[src/rtl/dma_chain_pkg.sv]
package dma_chain_pkg;
  localparam int unsigned WORD_W     = 32;
  localparam int unsigned DESC_WORDS = 8;
  localparam int unsigned IDX_W      = $clog2(DESC_WORDS);

  // header flag positions
  localparam int unsigned HB_VALID = 0;
  localparam int unsigned HB_END   = 1;
  localparam int unsigned HB_NOWB  = 2;
  localparam int unsigned HB_MASK  = 3;

  // word slots inside a descriptor
  localparam int unsigned W_HDR  = 0;
  localparam int unsigned W_SRC  = 1;
  localparam int unsigned W_DST  = 2;
  localparam int unsigned W_LEN  = 3;
  localparam int unsigned W_CFG  = 4;
  localparam int unsigned W_ITV  = 5;
  localparam int unsigned W_EXT  = 6;
  localparam int unsigned W_NEXT = 7;

  typedef enum logic [2:0] {
    ST_IDLE, ST_FETCH, ST_KICK, ST_WAIT, ST_WB, ST_NEXT
  } state_e;
endpackage

[src/rtl/dma_desc_regs.sv]
module dma_desc_regs
  import dma_chain_pkg::*;
(
  input  logic                                clk_i,
  input  logic                                rst_ni,
  input  logic                                load_i,
  input  logic [IDX_W-1:0]                    idx_i,
  input  logic [WORD_W-1:0]                   data_i,
  output logic [DESC_WORDS-1:0][WORD_W-1:0]   words_o
);
  for (genvar w = 0; w < DESC_WORDS; w++) begin : g_word
    always_ff @(posedge clk_i or negedge rst_ni) begin
      if (!rst_ni)                                  words_o[w] <= '0;
      else if (load_i && idx_i == IDX_W'(w))        words_o[w] <= data_i;
    end
  end
endmodule

[src/rtl/dma_chain_fsm.sv]
module dma_chain_fsm
  import dma_chain_pkg::*;
#(
  parameter int unsigned AW = 32
) (
  input  logic              clk_i,
  input  logic              rst_ni,
  input  logic              start_i,
  input  logic [AW-1:0]     start_addr_i,
  input  logic              stop_i,
  output logic              mem_req_o,
  output logic              mem_we_o,
  output logic [AW-1:0]     mem_addr_o,
  output logic [WORD_W-1:0] mem_wdata_o,
  input  logic              mem_ack_i,
  input  logic [WORD_W-1:0] mem_rdata_i,
  input  logic [WORD_W-1:0] hdr_i,
  input  logic [AW-1:0]     next_i,
  output logic              load_o,
  output logic [IDX_W-1:0]  idx_o,
  output logic              xfer_start_o,
  input  logic              xfer_done_i,
  output logic              irq_o,
  output logic              busy_o,
  output logic [AW-1:0]     cur_o
);
  localparam logic [IDX_W-1:0] LAST_IDX = IDX_W'(DESC_WORDS - 1);

  state_e            st_q;
  logic [IDX_W-1:0]  idx_q;
  logic [AW-1:0]     cur_q;
  logic              abort_q, irq_q;
  logic              abort;

  assign abort = stop_i | abort_q;

  always_comb begin
    mem_req_o    = (st_q == ST_FETCH) || (st_q == ST_WB);
    mem_we_o     = (st_q == ST_WB);
    mem_addr_o   = (st_q == ST_WB) ? cur_q : cur_q + AW'({idx_q, 2'b00});
    mem_wdata_o  = hdr_i & ~(WORD_W'(1) << HB_VALID);
    load_o       = (st_q == ST_FETCH) && mem_ack_i;
    idx_o        = idx_q;
    xfer_start_o = (st_q == ST_KICK);
    busy_o       = (st_q != ST_IDLE);
    irq_o        = irq_q;
    cur_o        = cur_q;
  end

  always_ff @(posedge clk_i or negedge rst_ni) begin
    if (!rst_ni) begin
      st_q    <= ST_IDLE;
      idx_q   <= '0;
      cur_q   <= '0;
      abort_q <= 1'b0;
      irq_q   <= 1'b0;
    end else begin
      irq_q <= 1'b0;
      if (stop_i) abort_q <= 1'b1;
      unique case (st_q)
        ST_IDLE: begin
          abort_q <= 1'b0;
          if (start_i) begin
            cur_q <= start_addr_i;
            idx_q <= '0;
            st_q  <= ST_FETCH;
          end
        end
        ST_FETCH: if (mem_ack_i) begin
          if (abort) st_q <= ST_IDLE;
          else if (idx_q == '0 && !mem_rdata_i[HB_VALID]) begin
            irq_q <= !mem_rdata_i[HB_MASK];
            st_q  <= ST_IDLE;
          end else if (idx_q == LAST_IDX) st_q <= ST_KICK;
          else idx_q <= idx_q + 1'b1;
        end
        ST_KICK: st_q <= ST_WAIT;
        ST_WAIT: begin
          if (abort) st_q <= ST_IDLE;
          else if (xfer_done_i) st_q <= hdr_i[HB_NOWB] ? ST_NEXT : ST_WB;
        end
        ST_WB: if (mem_ack_i) st_q <= abort ? ST_IDLE : ST_NEXT;
        ST_NEXT: begin
          if (abort) st_q <= ST_IDLE;
          else if (hdr_i[HB_END]) begin
            irq_q <= !hdr_i[HB_MASK];
            st_q  <= ST_IDLE;
          end else begin
            cur_q <= next_i;
            idx_q <= '0;
            st_q  <= ST_FETCH;
          end
        end
        default: st_q <= ST_IDLE;
      endcase
    end
  end
endmodule

[src/rtl/dma_chain_seq.sv]
module dma_chain_seq
  import dma_chain_pkg::*;
#(
  parameter int unsigned AW = 32
) (
  input  logic              clk_i,
  input  logic              rst_ni,
  input  logic              start_i,
  input  logic [AW-1:0]     start_addr_i,
  input  logic              stop_i,
  output logic              mem_req_o,
  output logic              mem_we_o,
  output logic [AW-1:0]     mem_addr_o,
  output logic [31:0]       mem_wdata_o,
  input  logic              mem_ack_i,
  input  logic [31:0]       mem_rdata_i,
  output logic              xfer_start_o,
  input  logic              xfer_done_i,
  output logic [AW-1:0]     src_addr_o,
  output logic [AW-1:0]     dst_addr_o,
  output logic [31:0]       byte_cnt_o,
  output logic [31:0]       chan_cfg_o,
  output logic [31:0]       interval_o,
  output logic [31:0]       chan_ext_o,
  output logic              irq_o,
  output logic              busy_o,
  output logic [AW-1:0]     cur_desc_o,
  output logic [31:0]       last_hdr_o
);
  logic [DESC_WORDS-1:0][WORD_W-1:0] words;
  logic                              load;
  logic [IDX_W-1:0]                  idx;

  dma_desc_regs u_regs (
    .clk_i   (clk_i),
    .rst_ni  (rst_ni),
    .load_i  (load),
    .idx_i   (idx),
    .data_i  (mem_rdata_i),
    .words_o (words)
  );

  dma_chain_fsm #(.AW(AW)) u_fsm (
    .clk_i        (clk_i),
    .rst_ni       (rst_ni),
    .start_i      (start_i),
    .start_addr_i (start_addr_i),
    .stop_i       (stop_i),
    .mem_req_o    (mem_req_o),
    .mem_we_o     (mem_we_o),
    .mem_addr_o   (mem_addr_o),
    .mem_wdata_o  (mem_wdata_o),
    .mem_ack_i    (mem_ack_i),
    .mem_rdata_i  (mem_rdata_i),
    .hdr_i        (words[W_HDR]),
    .next_i       (words[W_NEXT][AW-1:0]),
    .load_o       (load),
    .idx_o        (idx),
    .xfer_start_o (xfer_start_o),
    .xfer_done_i  (xfer_done_i),
    .irq_o        (irq_o),
    .busy_o       (busy_o),
    .cur_o        (cur_desc_o)
  );

  assign src_addr_o = words[W_SRC][AW-1:0];
  assign dst_addr_o = words[W_DST][AW-1:0];
  assign byte_cnt_o = words[W_LEN];
  assign chan_cfg_o = words[W_CFG];
  assign interval_o = words[W_ITV];
  assign chan_ext_o = words[W_EXT];
  assign last_hdr_o = words[W_HDR];
endmodule

[config.mk]
export PLATFORM = sky130hd
export DESIGN_NAME = dma_chain_seq
export DESIGN_NICKNAME = d
export VERILOG_FILES = /design/src/rtl/dma_chain_pkg.sv /design/src/rtl/dma_desc_regs.sv /design/src/rtl/dma_chain_fsm.sv /design/src/rtl/dma_chain_seq.sv
export SDC_FILE = /design/constraint.sdc
export NUM_CORES = 1
export LEC_CHECK = 0
export ABC_AREA = 1
export ABC_CLOCK_PERIOD_IN_PS = 2000
export BUFFER_PORTS_ARGS = -buffer_cell sky130_fd_sc_hd__buf_2
export CORE_AREA = 2 2 140 210
export CTS_CLUSTER_SIZE = 16
export DETAILED_ROUTE_END_ITERATION = 8
export DIE_AREA = 0 0 142 212
export GPL_ROUTABILITY_DRIVEN = 0
export MAX_ROUTING_LAYER = met4
export PLACE_DENSITY = 0.74
export RECOVER_POWER = 25
export SLEW_MARGIN = 20
export SYNTH_ARGS = -nofsm -noshare
export SYNTH_HDL_FRONTEND = slang
export SYNTH_SLANG_ARGS = --single-unit
[constraint.sdc]
create_clock -name clk_i -period 2 [get_ports clk_i]
set_clock_uncertainty 0.15 [all_clocks]
set_input_delay 0.2 -clock clk_i [delete_from_list [all_inputs] [get_ports clk_i]]
set_output_delay 0.2 -clock clk_i [all_outputs]
set_load 0.02 [all_outputs]
==> results of run 1 <==
cell usage in the layout (no fill, tap or decap), types with 12 or more instances in the layout:
cell type	instances
buf_12	14
buf_2	361
buf_4	63
buf_6	29
clkbuf_16	30
dfrtp_1	289
dlygate4sd3_1	64
inv_1	75
nand2_1	533
nand2_2	12
nand3_1	22
nand3_4	12
nand4_1	14
nor2_1	31
o21ai_0	249
tightest hold or removal path: cells and delay by family:
kind            cells  cell delay (ns)
buf+inv             2             0.25
compound gates      1             0.21
kinds of logic (layout without fill, tap and decap cells):
family | Yosys count | count (layout) | share of synthesized area, %
flip-flops | 296 | 296 | 58.86
AO/OA/AOI/OAI | 264 | 264 | 10.51
other | 1 | 1 | 0.02980
adder cells (fa/ha/maj) | 10 | 10 | 1.054
AND/OR/NAND/NOR | 668 | 668 | 21.74
buffers and inverters | 179 | 669 | 6.761
XOR/XNOR | 15 | 15 | 1.044
power by group through the flow:
stage,registers [mW],logic (mW),clock network (mW)
3_3_place_gp,8.91,9.65,0
3_5_place_dp,8.98,9.84,0
5_1_grt,9.16,12.0,5.63
2_1_floorplan,10.8,4.39,0
6_report,9.00,11.2,5.31
4_1_cts,8.90,10.4,5.40
metrics by stage:
stage	cell area [um^2]	instances
floorplan	12700	1433
global placement	15200	2138
detailed placement	15200	2138
CTS	17040	2258
global route	17460	2274
finish	17460	2274
cell type report:
class	count	area share [%]
clock buffers	32	4.091
clock inverters	16	1.068
inverters	82	1.827
multi-input cells	958	27.16
flip-flops and latches	296	42.47
well taps	351	2.515
repair buffers	539	20.87
worst max-delay path by stage:
stage	endpoint	slack [ns]	start
finish	mem_addr_o[28]	-0.66	u_fsm.cur_o[2]$_DFFE_PN0P_
global route	mem_addr_o[20]	-0.75	u_fsm.cur_o[2]$_DFFE_PN0P_
CTS	mem_addr_o[16]	-0.58	u_fsm.cur_o[2]$_DFFE_PN0P_
detailed placement	mem_addr_o[18]	-0.10	u_fsm.cur_o[2]$_DFFE_PN0P_
global placement	mem_addr_o[18]	-0.02	u_fsm.cur_o[2]$_DFFE_PN0P_
floorplan	mem_addr_o[18]	-0.02	u_fsm.cur_o[2]$_DFFE_PN0P_
timing repair:
item,in CTS,in global routing
gates resized for setup,74,70
hold buffers,64,0
endpoints found under the hold margin,536,0
endpoints found under the setup margin,36,110
pin swaps,23,28
buffers inserted,10,15
gates cloned,0,3
registers in the layout, indices dropped and copies added, names as in the netlist:
register,cells
u_fsm.idx_o,3
u_regs.words_o,256
u_fsm.abort_q,1
u_fsm.cur_o,32
u_fsm.st_q,3
u_fsm.irq_o,1
per-layer routing:
| layer | part of all wire (%) | GRT usage, % | up-vias |
|---|---|---|---|
| met1 | 38 | 33.86 | 5655 |
| li1 | - | - | 5455 |
| met3 | 6.6 | 3.356 | 137 |
| met2 | 51 | 44.48 | 603 |
| met4 | 4.4 | 11.17 | 0 |
| met5 | 0 | - | - |
==> results.sh, run 1 <==
export IMPL_power_density_nw_per_um2=1461
export IMPL_synth_top_area_share_pct=58.86
export IMPL_path_delay_family="simple AND/OR/NAND/NOR gates"
export IMPL_totalWireLength_mm=42.50
export IMPL_numCtsBuffers=27
export IMPL_fp_dieW_um=142
export IMPL_multi_input_area_um2=4743
export IMPL_whs_ns=0.01493
export IMPL_ys_seq_area_share_pct=58.86
export IMPL_start_util_pct=44.26
export IMPL_reg2regPathDepth=9
export IMPL_dominantRegCellSynth="dfrtp_1"
export IMPL_path_clk_slew_ns=0.06
export IMPL_rows=76
export IMPL_layout_drive_gt1_share_pct=31.67
export IMPL_cap_viol_max_count=0
export IMPL_hold_depth=3
export IMPL_seq_area_um2=7416
export IMPL_drt_first_iter_violations=869
export IMPL_crit_chain="ha_4, fa_2, nand3_4, nand2_8, nand2_2, nor2_2, nand3_1, nand2_1, nand2_1, inv_1, buf_6"
export IMPL_r2r_end="u_regs.words_o[47]$_DFFE_PN0P_"
export IMPL_grt_usage_pct=26.97
export IMPL_fill_cells=2318
export IMPL_antenna_cells=0
export IMPL_crit_required_ns=1.65
export IMPL_dieArea_um2=30100
export IMPL_min_to="u_regs.words_o[249]$_DFFE_PN0P_"
export IMPL_critPathMaxFanout=6
export IMPL_antenna_found_initial=0
export IMPL_hold_path_class="input pin to flop"
export IMPL_fin_tns_setup_ns=-15.94
export IMPL_cts_sinks=296
export IMPL_post_drt_via_cell_ratio=5.211
export IMPL_synth_warnings=0
export IMPL_clockBufferDepth=3
export IMPL_syn2layout_area_growth_pct=38.75
export IMPL_ant_nets=0
export IMPL_maxSlewHeadroom_pct=5.314
export IMPL_fmax_ghz=0.3764
export IMPL_worstPathArrival_ns=2.31
export IMPL_seq_power_share_pct=35.3
export IMPL_synth_area_top_cells="dfrtp_1, nand2_1, o21ai_0"
export IMPL_synth_area_leader_cell="dfrtp_1"
export IMPL_critPathMaxStageDelay_ns=0.43
export IMPL_cpMostUsedCell="nand2_1"
export IMPL_setup_viol=30
export IMPL_hold_violations=0
export IMPL_outcome="complete, but fails checks"
export IMPL_cp_depth=11
export IMPL_port_buffers=393
export IMPL_p_comb_share_pct=43.9
export IMPL_grt_pass1_wl_mm=61.76
export IMPL_r2r_slack_ns=0.10
export IMPL_synth_edff_count=0
export IMPL_crit_path_top_delay_cell="dfrtp_2"
export IMPL_reg2reg_from="u_fsm.st_q[1]$_DFFE_PN0P_"
export IMPL_async_flop_share_pct=100.0
export IMPL_worst_slack_ns=-0.6570
export IMPL_path_buf_inv=2
export IMPL_total_power_mw=25.50
export IMPL_ys_types=31
export IMPL_cts_tree="built"
export IMPL_first_pass_iters=5
export IMPL_critPathLaunchType="flop"
export IMPL_cellLeakagePower_nw=9.417
export IMPL_rsz0062_at_grt="true"
export IMPL_ys_ff_latch=296
export IMPL_worst_setup_path_type="flop to output pin"
export IMPL_layout_nets=1984
export IMPL_cts_root_buffer="clkbuf_16"
export IMPL_drc=0
export IMPL_wl_per_cell_um=18.69
export IMPL_avgSynthCellArea_um2=8.782
export IMPL_synth_area_um2=12580
export IMPL_num_vias=11850
export IMPL_yosysMostFrequentCell="nand2_1"
export IMPL_synthTopCellsByCount="nand2_1, dfrtp_1, o21ai_0, inv_1, nor2_1"
export IMPL_p_switching_mw=10.78
export IMPL_synth_nets=1513
export IMPL_tightest_slew_ns=1.420
export IMPL_place_ws_ns=-0.1047
export IMPL_fin_util_pct=61.42
export IMPL_core_area_um2=28430
export IMPL_end_kind="output pin"
export IMPL_grt_max_degree=65
export IMPL_clkLatencyLatePin_ns=0.53
export IMPL_layout_min_cycle_time_ns=2.657
export IMPL_slew_viol_final=0
export IMPL_period_share_pct=132.9
export IMPL_cts_htree_levels=1
export IMPL_hpwlAfterDp_mm=27.71
export IMPL_min_from="mem_rdata_i[25]"
export IMPL_gr_total_overflow=0
export IMPL_swShare_pct=42.26
export IMPL_syn_inst=1433
export IMPL_grt_pass1_vias=11400
export IMPL_io_pins=395
export IMPL_fp_dieH_um=212
export IMPL_clockPowerShare_pct=20.8
export IMPL_internal_power_mw=14.73
export IMPL_violations="setup timing"
export IMPL_peakVddDrop_uv=852.2
Note: power is estimated with default switching activity, not from simulation.
==> inputs of run 2 (changes only) <==
--- a/config.mk
+++ b/config.mk
@@ -8,13 +8,15 @@
 export ABC_AREA = 1
 export ABC_CLOCK_PERIOD_IN_PS = 2000
 export BUFFER_PORTS_ARGS = -buffer_cell sky130_fd_sc_hd__buf_2
-export CORE_AREA = 2 2 140 210
+export CELL_PAD_IN_SITES_DETAIL_PLACEMENT = 0
+export CELL_PAD_IN_SITES_GLOBAL_PLACEMENT = 2
+export CORE_AREA = 2 2 180 270
 export CTS_CLUSTER_SIZE = 16
 export DETAILED_ROUTE_END_ITERATION = 8
-export DIE_AREA = 0 0 142 212
+export DIE_AREA = 0 0 182 272
 export GPL_ROUTABILITY_DRIVEN = 0
 export MAX_ROUTING_LAYER = met4
-export PLACE_DENSITY = 0.74
+export PLACE_DENSITY_LB_ADDON = 0.1
 export RECOVER_POWER = 25
 export SLEW_MARGIN = 20
 export SYNTH_ARGS = -nofsm -noshare
==> run 2 against run 1 <==
Against the previous run:
- the run still ends with setup timing left
- total power increased by 15%
- clock power increased by 19%
- fmax increased by 2.7%
==> results.sh, run 2 (synthesized netlist as in run 1, its figures left out) <==
export IMPL_drc=0
export IMPL_final_cell_mix="buf_2, nand2_1, dfrtp_1"
export IMPL_layout_commonest_cell="buf_2"
export IMPL_startpoint="u_fsm.idx_o[0]$_DFFE_PN0P_"
export IMPL_rsz0062_at_grt="true"
export IMPL_largest_reg_flops=256
export IMPL_antenna_found_initial=2
export IMPL_outcome="complete, but fails checks"
export IMPL_io_pins=395
export IMPL_min_from="mem_rdata_i[26]"
export IMPL_cts_root_buffer="clkbuf_16"
export IMPL_fp_dieW_um=182
export IMPL_cts_sinks=296
export IMPL_cts_htree_levels=1
export IMPL_hold_path_class="input pin to flop"
export IMPL_grt_usage_pct=19.42
export IMPL_ant_nets=0
export IMPL_fp_dieH_um=272
export IMPL_dieArea_um2=49500
export IMPL_grt_pass1_wl_mm=71.07
export IMPL_cp_endpoint="mem_addr_o[20]"
export IMPL_tightest_slew_ns=1.296
export IMPL_critPathMaxFanout=6
export IMPL_cellLeakagePower_nw=10.77
export IMPL_reg2regPathDepth=11
export IMPL_fill_cells=4724
export IMPL_worstPathArrival_ns=2.24
export IMPL_critPathLaunchType="flop"
export IMPL_numCtsBuffers=30
export IMPL_end_kind="output pin"
export IMPL_post_drt_via_cell_ratio=4.631
export IMPL_num_vias=12120
export IMPL_crit_required_ns=1.65
export IMPL_hold_violations=0
export IMPL_cap_viol_max_count=0
export IMPL_whs_ns=0.04223
export IMPL_fmax_ghz=0.3866
export IMPL_worst_setup_path_type="flop to output pin"
export IMPL_r2r_slack_ns=-0.22
export IMPL_path_clk_slew_ns=0.07
export IMPL_power_density_nw_per_um2=1393
export IMPL_core_area_um2=47330
export IMPL_peakVddDrop_uv=870.3
export IMPL_setup_viol=209
export IMPL_place_ws_ns=-0.1107
export IMPL_dpl_cell_count=2414
export IMPL_rows=98
export IMPL_slew_viol_final=0
export IMPL_first_pass_iters=5
export IMPL_grt_max_degree=77
export IMPL_drt_first_iter_violations=545
export IMPL_hpwlAfterDp_mm=34.72
export IMPL_reg2reg_from="u_fsm.st_q[1]$_DFFE_PN0P_"
export IMPL_worst_slack_ns=-0.5869
export IMPL_period_share_pct=129.3
export IMPL_maxSlewHeadroom_pct=13.57
export IMPL_largest_register="u_regs.words_o"
export IMPL_syn2layout_area_growth_pct=67.18
export IMPL_grt_pass1_vias=11400
export IMPL_layout_nets=2073
export IMPL_wl_per_cell_um=23.37
export IMPL_clkLatencyLatePin_ns=0.57
export IMPL_final_cell_count_no_fill=2617
export IMPL_r2r_end="u_regs.words_o[138]$_DFFE_PN0P_"
export IMPL_clockBufferDepth=3
export IMPL_fin_tns_setup_ns=-28.66
export IMPL_start_util_pct=26.59
export IMPL_gr_total_overflow=0
export IMPL_violations="setup timing"
export IMPL_cts_tree="built"
export IMPL_totalWireLength_mm=61.16
export IMPL_layout_drive_gt1_share_pct=49.80
export IMPL_layout_min_cycle_time_ns=2.587
export IMPL_port_buffers=393
## run 2: cell count changes in the layout (fill, tap and decap cells not counted), sizes merged, moves of 3 or more
cell         change
buf             +54
clkbuf          +45
dlygate4sd3      -6
clkinv           -3
## run 2: power by group
group | internal, mW | switching, mW | leakage (nW)
Sequential | 7.65 | 1.60 | 3.96
Combinational | 5.56 | 8.18 | 6.26
Clock | 3.79 | 2.52 | 0.547
Total | 17.0 | 12.3 | 10.8
## run 2: final cells by class
type	instances	area, um^2	area share, %
Sequential cell	296	7415	35.24
Inverter	82	327.8	1.558
Clock buffer	42	907.1	4.312
Clock inverter	13	196.4	0.9337
Multi-Input combinational cell	960	6187	29.41
Timing Repair Buffer	623	5253	24.97
Tap cell	600	750.7	3.568
Antenna cell	1	2.502	0.01189
## run 2: how the worst min path moves through the flow
stage                                      endpoint  slack [ns]  cells after the start
CTS                       u_fsm.st_q[1]$_DFFE_PN0P_        0.01                      6
global route        u_regs.words_o[218]$_DFFE_PN0P_        0.05                      3
detailed placement  u_regs.words_o[164]$_DFFE_PN0P_       -0.07                      1
floorplan                 u_fsm.abort_q$_DFFE_PN0P_       -0.25                      0
global placement    u_regs.words_o[164]$_DFFE_PN0P_       -0.07                      1
finish              u_regs.words_o[154]$_DFFE_PN0P_        0.04                      3
## run 2: through the flow
step	utilization (%)	total power [mW]	cell area (um^2)
2_1_floorplan	-	15.19	12700
3_3_place_gp	33.22	19.47	15720
3_5_place_dp	33.22	19.52	15720
4_1_cts	37.82	26.73	17900
5_1_grt	44.45	30.85	21040
6_report	44.45	29.30	21040
## run 2: per-layer routing
layer	part of all wire (%)	wire length, um	global-route usage, %	up-vias
met4	3.6	2173	6.112	0
met5	0	0	-	-
met1	36	22120	22.32	5960
met3	5.0	3047	4.439	101
met2	55	33820	33.56	352
li1	-	-	-	5707
## run 2: critical path: stages (launching register included)
cell,delay [ns]
dfrtp_1,0.41
ha_4,0.18
fa_2,0.35
nand3_2,0.09
nand2_4,0.11
nand3_4,0.10
nor2_1,0.05
nand2_1,0.09
xor2_2,0.15
buf_6,0.13
## run 2: timing repair
item / CTS / global route
resized for setup: 111 / 692
hold endpoints to repair: 468 / 0
hold buffers: 59 / 0
endpoints found under the setup margin: 34 / 305
buffers inserted: 9 / 21
pin swaps: 34 / 60
gates cloned: 0 / 61
